## config.mk

```make
export PLATFORM = sky130hd
export DESIGN_NAME = legacy_io_hdr
export DESIGN_NICKNAME = d
export VERILOG_FILES = /design/src/rtl/legio_pkg.sv /design/src/rtl/legio_ctrl.sv /design/src/rtl/legio_dp.sv /design/src/rtl/legacy_io_hdr.sv
export SDC_FILE = /design/constraint.sdc
export NUM_CORES = 1
export LEC_CHECK = 0
export ABC_AREA = 1
export BUFFER_PORTS_ARGS = -buffer_cell sky130_fd_sc_hd__clkbuf_2
export CAP_MARGIN = 5
export CORE_MARGIN = 4
export CORE_UTILIZATION = 53
export CTS_CLUSTER_DIAMETER = 100
export DETAILED_ROUTE_END_ITERATION = 10
export GPL_TIMING_DRIVEN = 0
export HOLD_SLACK_MARGIN = 0.15
export PLACE_DENSITY = 0.89
export SYNTH_ARGS = -nofsm -noshare
export SYNTH_HDL_FRONTEND = slang
export SYNTH_SLANG_ARGS = --single-unit
```

## constraint.sdc

```tcl
create_clock -name clk -period 3.7 [get_ports clk]
set_input_delay 0.555 -clock clk [delete_from_list [all_inputs] [get_ports clk]]
set_output_delay 0.555 -clock clk [all_outputs]
set_load 0.01 [all_outputs]
```

## src/rtl/legio_pkg.sv

```systemverilog
package legio_pkg;

  // Header byte offsets (behavioural: software decodes these)
  localparam int OFS_DEVFEAT = 0;
  localparam int OFS_DRVFEAT = 4;
  localparam int OFS_QPFN    = 8;
  localparam int OFS_QSIZE   = 12;
  localparam int OFS_QSEL    = 14;
  localparam int OFS_NOTIFY  = 16;
  localparam int OFS_STATUS  = 18;
  localparam int OFS_ISR     = 19;
  localparam int OFS_CFGVEC  = 20;
  localparam int OFS_QVEC    = 22;
  localparam int BASE_PLAIN  = 20;
  localparam int BASE_MSIX   = 24;

  localparam logic [1:0] SZ_B = 2'd0;
  localparam logic [1:0] SZ_H = 2'd1;
  localparam logic [1:0] SZ_W = 2'd2;

  localparam logic [15:0] NO_VECTOR = 16'hFFFF;

  typedef enum logic [3:0] {
    F_NONE, F_DEVFEAT, F_DRVFEAT, F_QPFN, F_QSIZE, F_QSEL,
    F_NOTIFY, F_STATUS, F_ISR, F_CFGVEC, F_QVEC, F_DEV
  } field_e;

  typedef struct packed {
    field_e field;
    logic   rdStb;
    logic   wrStb;
  } strobe_t;

endpackage

```

## src/rtl/legio_ctrl.sv

```systemverilog
module legio_ctrl
  import legio_pkg::*;
#(
  parameter int ADDR_W = 8
) (
  input  logic              rdEn,
  input  logic              wrEn,
  input  logic [ADDR_W-1:0] addr,
  input  logic [1:0]        size,
  input  logic              msixEn,
  output strobe_t           stb,
  output logic [ADDR_W-1:0] devOffset
);

  logic [ADDR_W-1:0] devBase;
  field_e            hdrField;
  logic [1:0]        wantSize;

  assign devBase = msixEn ? ADDR_W'(BASE_MSIX) : ADDR_W'(BASE_PLAIN);

  always_comb begin
    hdrField = F_NONE;
    wantSize = SZ_W;
    case (addr)
      ADDR_W'(OFS_DEVFEAT): begin hdrField = F_DEVFEAT; wantSize = SZ_W; end
      ADDR_W'(OFS_DRVFEAT): begin hdrField = F_DRVFEAT; wantSize = SZ_W; end
      ADDR_W'(OFS_QPFN):    begin hdrField = F_QPFN;    wantSize = SZ_W; end
      ADDR_W'(OFS_QSIZE):   begin hdrField = F_QSIZE;   wantSize = SZ_H; end
      ADDR_W'(OFS_QSEL):    begin hdrField = F_QSEL;    wantSize = SZ_H; end
      ADDR_W'(OFS_NOTIFY):  begin hdrField = F_NOTIFY;  wantSize = SZ_H; end
      ADDR_W'(OFS_STATUS):  begin hdrField = F_STATUS;  wantSize = SZ_B; end
      ADDR_W'(OFS_ISR):     begin hdrField = F_ISR;     wantSize = SZ_B; end
      ADDR_W'(OFS_CFGVEC):  begin hdrField = F_CFGVEC;  wantSize = SZ_H; end
      ADDR_W'(OFS_QVEC):    begin hdrField = F_QVEC;    wantSize = SZ_H; end
      default:              begin hdrField = F_NONE;    wantSize = SZ_W; end
    endcase
  end

  always_comb begin
    devOffset = '0;
    if (addr >= devBase) begin
      stb.field = F_DEV;
      devOffset = addr - devBase;
    end else if (size == wantSize) begin
      stb.field = hdrField;
    end else begin
      stb.field = F_NONE;
    end
    stb.rdStb = rdEn && (stb.field != F_NONE);
    stb.wrStb = wrEn && (stb.field != F_NONE);
  end

endmodule

```

## src/rtl/legio_dp.sv

```systemverilog
module legio_dp
  import legio_pkg::*;
#(
  parameter int NUM_Q      = 4,
  parameter int MAX_QSIZE  = 256,
  parameter int PAGE_SHIFT = 12,
  parameter int QIDX_W     = 2,
  parameter int PA_W       = 44
) (
  input  logic                  clk,
  input  logic                  rstN,
  input  strobe_t               stb,
  input  logic                  rdEn,
  input  logic                  msixEn,
  input  logic [31:0]           wrData,
  input  logic [31:0]           devFeatures,
  input  logic [7:0]            isrSet,
  input  logic [31:0]           devRdData,
  output logic [31:0]           rdData,
  output logic                  rdValid,
  output logic [63:0]           drvFeatures,
  output logic [NUM_Q*PA_W-1:0] ringBase,
  output logic                  kickValid,
  output logic [QIDX_W-1:0]     kickQueue
);

  logic [31:0] drvFeatLo;
  logic [15:0] qSel;
  logic [7:0]  devStatus;
  logic [7:0]  isrPend;
  logic [15:0] cfgVec;
  logic [31:0] qPfn [NUM_Q];
  logic [15:0] qVec [NUM_Q];

  logic              selValid;
  logic [QIDX_W-1:0] selIdx;
  logic              isrClr;
  logic [31:0]       rdNext;
  logic              notifyOk;

  assign selValid = qSel < 16'(NUM_Q);
  assign selIdx   = qSel[QIDX_W-1:0];
  assign isrClr   = stb.rdStb && (stb.field == F_ISR) && !msixEn;
  assign notifyOk = stb.wrStb && (stb.field == F_NOTIFY) && (wrData[15:0] < 16'(NUM_Q));

  // Scalar header registers
  always_ff @(posedge clk or negedge rstN) begin
    if (!rstN) begin
      drvFeatLo <= '0;
      qSel      <= '0;
      devStatus <= '0;
      cfgVec    <= NO_VECTOR;
    end else if (stb.wrStb) begin
      case (stb.field)
        F_DRVFEAT: drvFeatLo <= wrData;
        F_QSEL:    qSel      <= wrData[15:0];
        F_STATUS:  devStatus <= wrData[7:0];
        F_CFGVEC:  cfgVec    <= wrData[15:0];
        default:   ;
      endcase
    end
  end

  // Per-queue state
  for (genvar gi = 0; gi < NUM_Q; gi++) begin : g_queue
    logic hitMe;
    assign hitMe = stb.wrStb && selValid && (selIdx == QIDX_W'(gi));

    always_ff @(posedge clk or negedge rstN) begin
      if (!rstN) begin
        qPfn[gi] <= '0;
        qVec[gi] <= NO_VECTOR;
      end else if (hitMe) begin
        if (stb.field == F_QPFN) qPfn[gi] <= wrData;
        if (stb.field == F_QVEC) qVec[gi] <= wrData[15:0];
      end
    end

    assign ringBase[gi*PA_W +: PA_W] = {qPfn[gi], {PAGE_SHIFT{1'b0}}};
  end

  // Interrupt status: sticky set, cleared by a read when vectors are off
  always_ff @(posedge clk or negedge rstN) begin
    if (!rstN) isrPend <= '0;
    else       isrPend <= (isrClr ? 8'h00 : isrPend) | isrSet;
  end

  // Read mux
  always_comb begin
    rdNext = '0;
    if (stb.rdStb) begin
      case (stb.field)
        F_DEVFEAT: rdNext = devFeatures;
        F_DRVFEAT: rdNext = drvFeatLo;
        F_QPFN:    rdNext = selValid ? qPfn[selIdx] : 32'h0;
        F_QSIZE:   rdNext = selValid ? 32'(MAX_QSIZE) : 32'h0;
        F_QSEL:    rdNext = {16'h0, qSel};
        F_STATUS:  rdNext = {24'h0, devStatus};
        F_ISR:     rdNext = msixEn ? 32'h0 : {24'h0, isrPend};
        F_CFGVEC:  rdNext = {16'h0, cfgVec};
        F_QVEC:    rdNext = selValid ? {16'h0, qVec[selIdx]} : 32'h0;
        F_DEV:     rdNext = devRdData;
        default:   rdNext = '0;
      endcase
    end
  end

  always_ff @(posedge clk or negedge rstN) begin
    if (!rstN) begin
      rdData    <= '0;
      rdValid   <= 1'b0;
      kickValid <= 1'b0;
      kickQueue <= '0;
    end else begin
      rdData    <= rdNext;
      rdValid   <= rdEn;
      kickValid <= notifyOk;
      if (notifyOk) kickQueue <= wrData[QIDX_W-1:0];
    end
  end

  assign drvFeatures = {32'h0, drvFeatLo};

endmodule

```

## src/rtl/legacy_io_hdr.sv

```systemverilog
module legacy_io_hdr
  import legio_pkg::*;
#(
  parameter int NUM_Q      = 4,
  parameter int ADDR_W     = 8,
  parameter int MAX_QSIZE  = 256,
  parameter int PAGE_SHIFT = 12,
  localparam int QIDX_W    = (NUM_Q > 1) ? $clog2(NUM_Q) : 1,
  localparam int PA_W      = 32 + PAGE_SHIFT
) (
  input  logic                  clk,
  input  logic                  rstN,
  input  logic                  rdEn,
  input  logic                  wrEn,
  input  logic [ADDR_W-1:0]     addr,
  input  logic [1:0]            size,
  input  logic [31:0]           wrData,
  output logic [31:0]           rdData,
  output logic                  rdValid,
  input  logic                  msixEn,
  input  logic [31:0]           devFeatures,
  output logic [63:0]           drvFeatures,
  input  logic [7:0]            isrSet,
  output logic [NUM_Q*PA_W-1:0] ringBase,
  output logic                  kickValid,
  output logic [QIDX_W-1:0]     kickQueue,
  output logic                  devRd,
  output logic                  devWr,
  output logic [ADDR_W-1:0]     devAddr,
  output logic [1:0]            devSize,
  output logic [31:0]           devWrData,
  input  logic [31:0]           devRdData
);

  strobe_t stb;

  legio_ctrl #(.ADDR_W(ADDR_W)) u_ctrl (
    .rdEn(rdEn), .wrEn(wrEn), .addr(addr), .size(size),
    .msixEn(msixEn), .stb(stb), .devOffset(devAddr)
  );

  legio_dp #(
    .NUM_Q(NUM_Q), .MAX_QSIZE(MAX_QSIZE), .PAGE_SHIFT(PAGE_SHIFT),
    .QIDX_W(QIDX_W), .PA_W(PA_W)
  ) u_dp (
    .clk(clk), .rstN(rstN), .stb(stb), .rdEn(rdEn), .msixEn(msixEn),
    .wrData(wrData), .devFeatures(devFeatures), .isrSet(isrSet),
    .devRdData(devRdData), .rdData(rdData), .rdValid(rdValid),
    .drvFeatures(drvFeatures), .ringBase(ringBase),
    .kickValid(kickValid), .kickQueue(kickQueue)
  );

  assign devRd     = stb.rdStb && (stb.field == F_DEV);
  assign devWr     = stb.wrStb && (stb.field == F_DEV);
  assign devSize   = size;
  assign devWrData = wrData;

endmodule

```

Word level (Yosys, flattened, before mapping)
Memory sizes are Yosys's and may differ from the RTL's.
Index checks and enable logic that the tools add are counted.
Word-level totals
  register bits after elaboration: 308
  ROM bits: 192
  input bits: 119
  logic and storage cells: 87
  memories kept: 1
Cells by class
  add/subtract/negate cells: 1
  $lt $le $gt $ge: 4
  equal/unequal tests: 15
  mux-type cells: 18
  bitwise gates (word level): 2
  reductions and logical operators: 29
Memory list
  (name not given): words 32, bits a word 6, read ports 1, clocked after Yosys merged registers in 0, write ports 0, line legio_ctrl.sv:24  | case (addr)
Operator list (number)
  case mux 32 bit (10 select lines): 1
  two-way mux 32 bit: 4
  binary-select mux 32 bit (select 2 bit): 1
  two-way mux 16 bit: 3
  binary-select mux 16 bit (select 2 bit): 1
  less-than comparator 16 x 3 -> 1 bit (second input constant): 2
  two-way mux 8 bit: 3
  AND reduction 2 bit: 12
  equality test 4 x 3 -> 1 bit (second input constant): 4
  equality test 4 bit (second input constant): 4
  logical AND 1 bit: 13
  two-way mux 4 bit: 3
  two-way mux 9 bit: 1
  equality test 4 x 2 -> 1 bit (second input constant): 2
  >= comparator 8 bit: 1
  bitwise OR 8 bit: 1
  subtractor 8 bit: 1
  two-way mux 6 bit: 1
  equality test 2 bit (second input constant): 2
  equality test 4 x 1 -> 1 bit (second input constant): 1
  nonzero test 4 bit: 1
  >= comparator 3 bit (second input constant): 1
  logical NOT 3 bit: 1
  NOT 2 -> 3 bit: 1
  other kinds (4): 4

Logic depth before layout (Yosys ltp)
  depth after elaboration: 11
  depth in mapped cells: 18

Modules after synthesis
From an unflattened synthesis, not the netlist that was laid out.
Second synthesis, totals
  cells, all modules: 1856
  area, all modules: 15319.7 µm²
Modules (own cells, without submodules)
  legio_dp: instances 1, cells each 1717, area an instance 14523.9 µm²
  legio_ctrl: instances 1, cells each 98, area an instance 511.7 µm²
  legacy_io_hdr: instances 1, cells each 41, area an instance 284.0 µm²

Worst setup path after synthesis
No wires, ideal clock.
  path type: input port to output port
  from: input msixEn
  to: output devRd
  arrival: 2572 ps
  data required time: 3145 ps
  setup slack: 573 ps
  cell stages on the path: 13
  buffers on the path: 2
  path through: clkbuf_1 -> inv_1 -> ha_1 -> inv_1 -> fa_1 -> o21ai_2 -> nand2_1 -> nor2_8 -> nor2_8 -> buf_6 -> a21boi_4 -> nand2_1 -> inv_1
On the way
  word-level cells in the longest chain between the ends: 6
RTL lines
  start, declared: line legacy_io_hdr.sv:20  | input logic msixEn,
  two-way mux 4 bit *: line legio_ctrl.sv:19  | assign devBase = msixEn ? ADDR_W'(BASE_MSIX) : ADDR_W'(BASE_PLAIN);
  >= comparator 8 bit *: line legio_ctrl.sv:41  | if (addr >= devBase) begin
  two-way mux 4 bit *: line legio_ctrl.sv:41
  nonzero test 4 bit: line legio_ctrl.sv:49  | stb.rdStb = rdEn && (stb.field != F_NONE);
  logical AND 1 bit: line legio_ctrl.sv:49
  logical AND 1 bit *: line legacy_io_hdr.sv:53  | assign devRd = stb.rdStb && (stb.field == F_DEV);
  end, declared: line legacy_io_hdr.sv:27  | output logic devRd,
Mark *: on every way between the ends. The rest lies on a longest branch, timed or not.

Final worst setup path
Same ends and word-level chain as after synthesis.

==> summary.md <==
| Metric | Value |
|---|---|
| Die area | 31900 sq um |
| RSZ-0062 raised after global routing | no |
| Share of layout cells above drive strength 1 | 30.5% |
| Sequence of cells on the critical path | clkbuf_1, inv_2, ha_1, inv_1, fa_1, o21ai_2, nand2_1, nor2_8, nor2_8, buf_6, a21boi_4, nand2_1, inv_1, clkbuf_2 |
| Maximum VDD drop | 0.347 mV |
| CTS Buffer Depth | 3 |
| CP Data Required Time | 3.14 ns |
| GPL Wtd Cong | 0.973 |
| YS warnings | 0 |
| Sink Count | 308 |
| Crit-path max cell delay | 0.43 ns |
| Slew headroom | 34.4% |
| Post-synth top flop | dfrtp_1 |
| Reg power frac | 42.5% |
| Syn Area/Cell | 8.13 sq um |
| Status | complete, no violations |
| Largest net degree at the start of global routing | 108 |
| Mapped Cells | 1900 |
| Net Sw Frac | 26.3% |
| Leakage | 10.1 nW |
| WL per Instance | 21.3 um |
| Worst path buffer plus inverter count | 6 |
| Vias | 15784 |
| CTS H-Tree Depth | 2 |
| Commonest cells in the netlist | nand2_1 (606), o21ai_1 (264), dfrtp_1 (228) |
| Skew-Pair Late Insertion Delay | 0.53 ns |
| Detailed placer's ending HPWL | 44400 um |
| Final period util | 96.0% |
| PD cells | 441 nW/um^2 |
| Distinct cells, synth | 41 |
| Fin crit period | 3.55 ns |
| Hold Vio Cnt, Final | 0 |
| Crit-path leading delay family | buffers and inverters |
| Startpoint Class | primary input |
| Die W | 179 um |
| Initial DRC count | 1933 |
| Final setup fails | 0 |
| Fin nets | 2500 |
| Core area | 28700 sq um |
| # DRC | 0 |
| CP Data Arrival Time | 3.00 ns |
| Clock power share | 44.2% |
| Worst-margin pin slew | 0.984 ns |
| Layout Cells excl Fill | 2788 |
| Crit Path Class | in2out |
| WL final | 59400 um |
| Ys async rst share | 100% |
| Cell accounting for the most synthesized area | dfrtp_1 |
| Setup TNS | 0 ns |
| EDFF count, synth | 0 |
| Count leader, synth | nand2_1 |
| Max-capacitance violation count | 0 |
| Largest cells by area after synthesis | dfrtp_1 (37%), nand2_1 (15%), dfstp_2 (14%) |
| Clock skew | 0.0222 ns |
| Synth top area share | 36.9% |
| Antenna violations before repair | 2 |
| Max Slew Vio Count | 0 |
| Port Buf Inserts | 357 |
| Cell-internal power | 0.00631 W |
| Overflow after GRT | 0 |
| Worst Setup End Kind | primary output |
| Clock transition at path regs | 0.06 ns |
| Die Y | 179 um |
| CTS buffer count | 34 |
| Starting density of the core | 53.8% |
| Yosys reg bits | 308 |
| Slowest CP cell | fa_1 |
| Net switching power | 0.00225 W |
| Post-Syn Area | 15500 sq um |
| TritonCTS clock tree | yes |
| CTS root buf | clkbuf_16 |
| Drt first pass iters | 6 |
| Via-to-Cell Ratio | 5.66 |
| Post-synthesis sequential area ratio | 50.5% |
| First-pass GRT wire length | 87600 um |
| F_max | 282 MHz |
| Routed Antenna Nets | 0 |
| Vias in the first global route | 15162 |
| Antenna cells | 0 |
| Logic pwr share | 13.2% |
| Final hold slack | 0.201 ns |
| CP max FO | 10 |
| FP Rows | 62 |
| Synthesis-to-layout area growth | 25.6% |
| # IOs | 439 |
| Worst min path class | in2reg |
| GRT Overall Usage | 36.0% |
| Placed cells | 2722 |
[final cells by class]
| cell class | instances | area [sq um] |
|---|---|---|
| inverters | 104 | 393 |
| well taps | 384 | 480 |
| multi-input cells | 1337 | 6170 |
| fillers | 2333 | 9300 |
| flip-flops and latches | 308 | 7810 |
| repair buffers | 363 | 1880 |
| plain buffers | 230 | 1390 |
| clock inverters | 9 | 174 |
| clock buffers | 53 | 1110 |
[layer usage]
metal	GRT usage, %	part of all wire [%]	routed length [um]	up-vias
met3	8.08	12	7040	202
li1	-	-	-	6955
met2	56.2	45	26900	1133
met4	16.3	5.3	3140	4
met5	0	0.059	35	-
met1	48.4	37	22200	7490
[kinds of logic (layout without fill, tap and decap cells)]
kind of cell | Yosys count | after routing | share of synthesized area, %
buffers and inverters | 334 | 759 | 11.5
AO/OA/AOI/OAI | 357 | 357 | 12.8
other | 1 | 80 | 0.0243
flip-flops | 308 | 308 | 50.5
AND/OR/NAND/NOR | 897 | 897 | 24.8
adder cells (fa/ha/maj) | 3 | 3 | 0.292
[through the flow]
step / setup WS (ns) / total power [W] / instance area (sq um) / utilization [%]
after floorplan: 0.573 / 0.00426 / 15700 / -
after global placement: -4.28 / 0.00475 / 18000 / 62.8
after detailed placement: -0.422 / 0.00478 / 18100 / 63.0
after CTS: 0.0721 / 0.00852 / 19400 / 67.5
after global routing: 0.00105 / 0.00881 / 19400 / 67.6
final: 0.149 / 0.00856 / 19400 / 67.6
[path summary, 6_finish.rpt]
kind	slack [ns]	cells past startpoint	start	to
worst min register to register	0.47	2	u_dp.qVec[20]	u_dp.qVec[20]
min in group asynchronous	0.63	2	rstN	u_dp.ringBase[16]
worst min-delay path	0.20	1	rdEn	u_dp.rdValid
max in group asynchronous	1.55	4	rstN	u_dp.rdData[27]
worst max-delay path	0.15	14	msixEn	devRd
worst max register to register	0.52	11	u_dp.qSel[6]	u_dp.rdData[5]
[sequential cells by signal (all words and copies together), names as in the netlist]
name and flops:
u_dp.isrPend 8, u_dp.drvFeatLo 32, u_dp.rdValid 1, u_dp.qSel 16, u_dp.kickQueue 2, u_dp.kickValid 1
u_dp.rdData 32, u_dp.cfgVec 16, u_dp.devStatus 8, u_dp.ringBase 128, u_dp.qVec 64
[power by group through the flow]
stage / clock, W / sequential (W) / combinational (W)
after floorplan: 0 / 0.00371 / 0.000551
after global placement: 0 / 0.00368 / 0.00106
after detailed placement: 0 / 0.00369 / 0.00109
after CTS: 0.00378 / 0.00363 / 0.00111
after global routing: 0.00392 / 0.00365 / 0.00124
final: 0.00379 / 0.00364 / 0.00113
[worst register-to-register path: stages (launching register included)]
cell	delay, ns
dfrtp_1	0.40
nor4_1	0.32
nor3b_1	0.33
nand2_1	0.29
clkinv_1	0.31
clkbuf_1	0.68
nand2_1	0.13
nor2_1	0.37
nor2_1	0.11
nand3_1	0.10
nand2_1	0.05
inv_1	0.04
[cells in the final DEF, fill, tap and decap left out, types with 3 or more instances in the layout]
cell       synthesis  final
a21oi_1           12     12
a21oi_2            4      4
a221oi_1          20     20
a22o_1             8      8
a22oi_1            8      8
buf_1              6      6
buf_2             61     61
buf_4            115    118
buf_6              3      3
bufinv_16          0      4
clkbuf_1          45     50
clkbuf_16          0     38
clkbuf_2           0    356
clkbuf_8           0     11
clkinv_1           3      3
conb_1             1     80
dfrtp_1          228    228
dfstp_2           80     80
inv_1             90     89
inv_2             11     11
nand2_1          606    605
nand2_2           10     11
nand2_4            6      6
nand3_1           90     90
nand3_2            4      4
nand4_1           49     49
nor2_1           113    113
nor2_4             6      6
nor4_1             3      3
o21ai_0           29     29
o21ai_1          264    264
o21bai_1           8      8
[repair_timing]
| item | CTS | global route |
|---|---|---|
| setup endpoints to repair | 2 | 3 |
| buffers inserted | 0 | 3 |
| hold buffers | 1 | 0 |
| pin swaps | 0 | 1 |
| hold endpoints to repair | 22 | 0 |
| resized for setup | 2 | 2 |
Power figures use the tool's default switching activity.
